### config.mk
export PLATFORM = sky130hd
export DESIGN_NAME = lut_quad_ram
export DESIGN_NICKNAME = d
export VERILOG_FILES = /design/src/rtl/lqr_pkg.sv /design/src/rtl/lqr_wdec.sv /design/src/rtl/lqr_bank.sv /design/src/rtl/lut_quad_ram.sv
export SDC_FILE = /design/constraint.sdc
export NUM_CORES = 1
export LEC_CHECK = 0
export ABC_AREA = 1
export BUFFER_PORTS_ARGS = -buffer_cell sky130_fd_sc_hd__buf_2
export CAP_MARGIN = 40
export CORE_UTILIZATION = 58
export CTS_BUF_LIST = sky130_fd_sc_hd__clkbuf_4 sky130_fd_sc_hd__clkbuf_8
export DETAILED_ROUTE_END_ITERATION = 10
export PLACE_DENSITY = 0.74
export SETUP_SLACK_MARGIN = 0.15
export SLEW_MARGIN = 40
export SYNTH_ARGS = -nofsm -noshare
export SYNTH_HDL_FRONTEND = slang
export SYNTH_SLANG_ARGS = --single-unit
### constraint.sdc
create_clock -name clk -period 1.36 [get_ports clk]
set_input_delay 0 -clock clk [delete_from_list [all_inputs] [get_ports clk]]
set_output_delay 0 -clock clk [all_outputs]
set_load 0.02 [all_outputs]
### src/rtl/lqr_pkg.sv
package lqr_pkg;

    // Number of read ports; the last one shares its address with the write path.
    localparam int NPORT = 4;

    typedef enum logic [1:0] {
        PORT_A = 2'd0,
        PORT_B = 2'd1,
        PORT_C = 2'd2,
        PORT_D = 2'd3
    } port_id_e;

    localparam port_id_e WR_PORT = PORT_D;

endpackage

### src/rtl/lqr_wdec.sv
// Write address decoder: one-hot row strobe for the shared write path.
module lqr_wdec #(
    parameter int DEPTH = 32,
    parameter int AW    = $clog2(DEPTH)
) (
    input  logic             we,
    input  logic [AW-1:0]    waddr,
    output logic [DEPTH-1:0] row_we
);

    always_comb begin
        row_we = '0;
        for (int r = 0; r < DEPTH; r++) begin
            if (we && (waddr == AW'(r))) begin
                row_we[r] = 1'b1;
            end
        end
    end

endmodule

### src/rtl/lqr_bank.sv
// One storage array: synchronous write through row strobes, combinational read.
module lqr_bank #(
    parameter int               DEPTH    = 32,
    parameter int               WIDTH    = 2,
    parameter int               AW       = $clog2(DEPTH),
    parameter logic [DEPTH*WIDTH-1:0] INIT = '0,
    parameter bit               CLK_FALL = 1'b0
) (
    input  logic             clk,
    input  logic [DEPTH-1:0] row_we,
    input  logic [WIDTH-1:0] din,
    input  logic [AW-1:0]    raddr,
    output logic [WIDTH-1:0] dout
);

    typedef struct packed {
        logic [DEPTH-1:0][WIDTH-1:0] cells;
    } bank_t;

    bank_t st_d;
    bank_t st_q;

    // Power-up image; there is no runtime reset.
    initial begin
        st_q.cells = INIT;
    end

    always_comb begin
        st_d = st_q;
        for (int r = 0; r < DEPTH; r++) begin
            if (row_we[r]) begin
                st_d.cells[r] = din;
            end
        end
    end

    generate
        if (CLK_FALL) begin : g_fall
            always_ff @(negedge clk) begin
                st_q <= st_d;
            end
        end else begin : g_rise
            always_ff @(posedge clk) begin
                st_q <= st_d;
            end
        end
    endgenerate

    assign dout = st_q.cells[raddr];

endmodule

### src/rtl/lut_quad_ram.sv
// Four arrays with one shared write path and four asynchronous read ports.
module lut_quad_ram #(
    parameter int DEPTH    = 32,
    parameter int WIDTH    = 2,
    parameter int AW       = $clog2(DEPTH),
    parameter bit CLK_FALL = 1'b0,
    parameter logic [DEPTH*WIDTH-1:0] INIT_A = '0,
    parameter logic [DEPTH*WIDTH-1:0] INIT_B = '0,
    parameter logic [DEPTH*WIDTH-1:0] INIT_C = '0,
    parameter logic [DEPTH*WIDTH-1:0] INIT_D = '0
) (
    input  logic             clk,
    input  logic             wr_en,
    input  logic [AW-1:0]    addr_d,
    input  logic [AW-1:0]    raddr_a,
    input  logic [AW-1:0]    raddr_b,
    input  logic [AW-1:0]    raddr_c,
    input  logic [WIDTH-1:0] din_a,
    input  logic [WIDTH-1:0] din_b,
    input  logic [WIDTH-1:0] din_c,
    input  logic [WIDTH-1:0] din_d,
    output logic [WIDTH-1:0] dout_a,
    output logic [WIDTH-1:0] dout_b,
    output logic [WIDTH-1:0] dout_c,
    output logic [WIDTH-1:0] dout_d
);

    import lqr_pkg::*;

    localparam int IMG_W = DEPTH * WIDTH;

    logic [DEPTH-1:0] row_we;
    logic [AW-1:0]    rd_addr [NPORT];
    logic [WIDTH-1:0] wr_data [NPORT];
    logic [WIDTH-1:0] rd_data [NPORT];

    assign rd_addr[PORT_A]  = raddr_a;
    assign rd_addr[PORT_B]  = raddr_b;
    assign rd_addr[PORT_C]  = raddr_c;
    assign rd_addr[WR_PORT] = addr_d;

    assign wr_data[PORT_A] = din_a;
    assign wr_data[PORT_B] = din_b;
    assign wr_data[PORT_C] = din_c;
    assign wr_data[PORT_D] = din_d;

    lqr_wdec #(
        .DEPTH (DEPTH),
        .AW    (AW)
    ) u_wdec (
        .we     (wr_en),
        .waddr  (addr_d),
        .row_we (row_we)
    );

    generate
        for (genvar g = 0; g < NPORT; g++) begin : g_bank
            localparam logic [IMG_W-1:0] IMG =
                (g == 0) ? INIT_A :
                (g == 1) ? INIT_B :
                (g == 2) ? INIT_C : INIT_D;

            lqr_bank #(
                .DEPTH    (DEPTH),
                .WIDTH    (WIDTH),
                .AW       (AW),
                .INIT     (IMG),
                .CLK_FALL (CLK_FALL)
            ) u_bank (
                .clk    (clk),
                .row_we (row_we),
                .din    (wr_data[g]),
                .raddr  (rd_addr[g]),
                .dout   (rd_data[g])
            );
        end
    endgenerate

    assign dout_a = rd_data[PORT_A];
    assign dout_b = rd_data[PORT_B];
    assign dout_c = rd_data[PORT_C];
    assign dout_d = rd_data[PORT_D];

endmodule

==> metrics.md <==
| Metric | Value |
|---|---|
| Outcome | `finished, violations left` |
| Failing checks | `negative setup slack` |
| Cells after Synth | `953` |
| Max reg flops | `between 200 and 300` |
| Critical path fanouts, max | `1` |
| Peak supply drop | `about 0.0012 V` |
| Final Net Count | `1,115` |
| Synth Area in Simple Gates | `between 20% and 30%` |
| Internal | `12.91 mW` |
| Slew Limit Fails | `0` |
| Worst-Margin Slew | `about 0.57 ns` |
| Core area | `between 15,000 and 20,000 sq um` |
| Placed instance area | `approximately 12,000 sq um` |
| Worst hold path type | `input pin to register` |
| Row count | `roughly 50` |
| Die height | `137.5 um` |
| Ys Warns | `0` |
| Post-CTS setup buffers | `0` |
| Synth Area in Compound Gates | `less than 1%` |
| Initial antenna violation count | `0` |
| Levels on crit path | `9` |
| Fin Hold WS | `between 0.06 and 0.07 ns` |
| Netlist cell types | `18` |
| CTS max path bufs | `3` |
| Crit path required time | `1.36 ns` |
| Die extent in x | `about 140 um` |
| Final Setup Violations | `8` |
| First drt pass iteration count | `5` |
| N_diodes | `0` |
| Clock transition at path regs | `~0.060 ns` |
| CTS tree | `built` |
| NetSw | `~3.7 mW` |
| Slew Limit Headroom | `just over 60%` |
| Overall routed net length | `25,070 um` |
| Final instance area | `between 10,000 and 15,000 sq um` |
| Fill cell count | `between 1,000 and 1,500` |
| Ports | `38` |
| Share of post-route cells with drive strength above 1 | `between 20% and 30%` |
| CTS sink cnt | `between 200 and 300` |
| Setup CP Type | `register to primary output` |
| First-pass GRT wire length | `between 30,000 and 40,000 um` |
| WP data arrival | `1.65 ns` |
| Combinational power share | `~7.3%` |
| Synth Area in Adders | `0%` |
| Initial Utilization | `approximately 60%` |
| Startpoint types | `register` |
| Delay-heaviest family, CP | `simple AND/OR/NAND/NOR gates` |
| Clock Root Buffer | `clkbuf_8` |
| Final min period | `1.645 ns` |
| #FFs+latches synth | `~260` |
| Pwr/cell area | `roughly 1300 nW/um^2` |
| Clock Power Share | `between 30 and 40%` |
| Main combinational cell family by area after synthesis | `simple AND/OR/NAND/NOR gates` |
| Critical path's slowest cell | `edfxtp_1` |
| Syn_nets | `between 900 and 1,000` |
| Post-synthesis mux area share | `0%` |
| Register share of total power | `53.0%` |
| Post-route clock period utilization | `121.0%` |
| Vias in the first global route | `between 7,000 and 8,000` |
| Setup ws final | `-0.2850 ns` |
| CP dominant cell by count | `nand2_2` |
| RSZ-0062 raised after global routing | `true` |
| Critical path cell sequence | `nand2_2 > nand2_2 > nand2_2 > nand2_1 > nand2_1 > nand3_2 > nor2_2 > nor2_1 > buf_4` |
| Worst Hold Path Cells | `4` |
| Largest net degree at the start of global routing | `33` |
| # Max-Cap Violations | `0` |
| Synth-to-Final Area Change | `19.52%` |
| Leakage Power | `5.096 nW` |
| Hpwl dp | `between 15,000 and 20,000 um` |
| DRT iter0 DRCs | `between 800 and 900` |
| Post-route ant nets | `0` |
| Overall power | `~17 mW` |
| Fmax | `between 0.6 and 0.7 GHz` |
| Post-DR wirelength/cell | `18.69 um` |
| Crit end category | `primary output` |
| Vias/cell | `5.545` |
| Gpl congestion | `0.8910` |
| XOR/XNOR Fraction of Synth Area | `0%` |
| CP max stage delay | `0.40 ns` |
| Tot GR Track Use | `27.38%` |
| Register area share after synthesis | `about 70%` |
| Largest regs | `g_bank.u_bank.st_q x256` |
| PortBufs | `37` |
| Gr ovfl total | `0` |
| Syn_area_per_cell | `between 10 and 15 sq um` |
| Num CTS Buffers | `a little over 40` |
| Die area | `about 19,000 sq um` |
| H-tree depth | `2` |
| Fin. Hold Viols | `0` |
| Vias post-DR | `roughly 7,400` |
| Sw frac | `about 22%` |
| Biggest register | `g_bank.u_bank.st_q` |
| CP Buf/Inv Count | `1` |
| Netlist Area Pre-Place | `10,660 sq um` |
| DRC violations left | `0` |
[metrics by stage]
stage / setup slack [ns] / instances / setup TNS (ns) / utilization [%]
floorplan: 0.06515 / 953 / 0 / -
global placement: -0.04955 / 1263 / -0.4137 / 64.35
detailed placement: -0.06211 / 1263 / -0.4450 / 64.35
CTS: -0.2941 / 1341 / -1.998 / 70.11
global route: -0.3838 / 1341 / -2.849 / 70.89
finish: -0.2850 / 1341 / -2.014 / 70.89
[power by group through the flow]
stage / clock network, mW / logic [mW] / registers [mW]
6_report: 6.59 / 1.22 / 8.80
5_1_grt: 6.97 / 1.34 / 8.81
4_1_cts: 6.66 / 1.17 / 8.80
3_5_place_dp: 0 / 1.09 / 8.97
3_3_place_gp: 0 / 1.07 / 8.97
2_1_floorplan: 0 / 0.670 / 8.96
[worst min-delay path, stage by stage]
cell and delay, ns:
buf_2 0.11, nand2_1 0.11, nor2_1 0.07, buf_4 0.14
[final cells by class]
cell class,count,area (sq um),area share [%]
clock buffer,51,651.9,5.119
clock inverter,19,165.2,1.297
inverter,22,96.34,0.7565
multi-input combinational,632,2826,22.19
sequential,256,7687,60.37
tap,229,286.5,2.250
timing repair buffer,132,1021,8.017
[metal layers]
metal | part of all wire, % | track usage (%) | vias up
met5 | 0 | 0 | -
li1 | - | - | 3512
met3 | 7.5 | 5.151 | 55
met1 | 41 | 36.54 | 3539
met2 | 49 | 44.05 | 330
met4 | 3.4 | 11.97 | 0
[path summary, 6_finish.rpt]
path,end,start,slack [ns]
setup / recovery,dout_d[0],g_bank[3].u_bank.st_q[50]$_DFFE_PP_,-0.29
hold / removal,g_bank[3].u_bank.st_q[36]$_DFFE_PP_,wr_en,0.06
[cells in the mapped netlist]
master      n  area, sq um
inv_2       7        26.28
bufinv_8    1        17.52
nand2_2     1        6.260
clkinv_1    1        3.750
nand3_1   152        760.7
buf_8       1        15.01
buf_2      20        100.1
buf_6       3        33.78
nand2_1   431         1618
nor2_1     43        161.4
a21oi_1     2        10.01
clkbuf_1    5        18.77
o21ai_1     2        10.01
nor2_8      1        20.02
inv_1      13        48.80
edfxtp_1  256         7687
buf_12      1        20.02
buf_4      13        97.59
[placed cells by master (no fill, tap or decap)]
cell type | netlist | final
nand2_1 | 431 | 418
edfxtp_1 | 256 | 256
nand3_1 | 152 | 112
buf_4 | 13 | 83
clkbuf_8 | 0 | 43
nor2_1 | 43 | 40
nand3_2 | 0 | 40
buf_2 | 20 | 30
nand2_2 | 1 | 14
inv_1 | 13 | 13
clkinv_1 | 1 | 10
clkbuf_4 | 0 | 8
dlygate4sd3_1 | 0 | 8
inv_2 | 7 | 7
buf_6 | 3 | 6
clkinv_2 | 0 | 5
buf_12 | 1 | 5
nor2_2 | 0 | 3
bufinv_16 | 0 | 3
a21oi_1 | 2 | 2
o21ai_1 | 2 | 2
bufinv_8 | 1 | 1
nor2_8 | 1 | 1
clkinvlp_4 | 0 | 1
clkinv_4 | 0 | 1
[cells by family after synthesis]
| logic type | Yosys count |
|---|---|
| compound gates | 4 |
| buf+inv | 65 |
| simple gates | 628 |
| flops | 256 |
[repair_timing]
item / 4_1_cts / 5_1_grt
endpoints found under the hold margin: 247 / 0
pin swaps: 51 / 36
gates cloned: 0 / 0
setup endpoints to repair: 8 / 8
hold buffers: 8 / 0
gates resized for setup: 34 / 34
(Power assumes the default switching activity.)
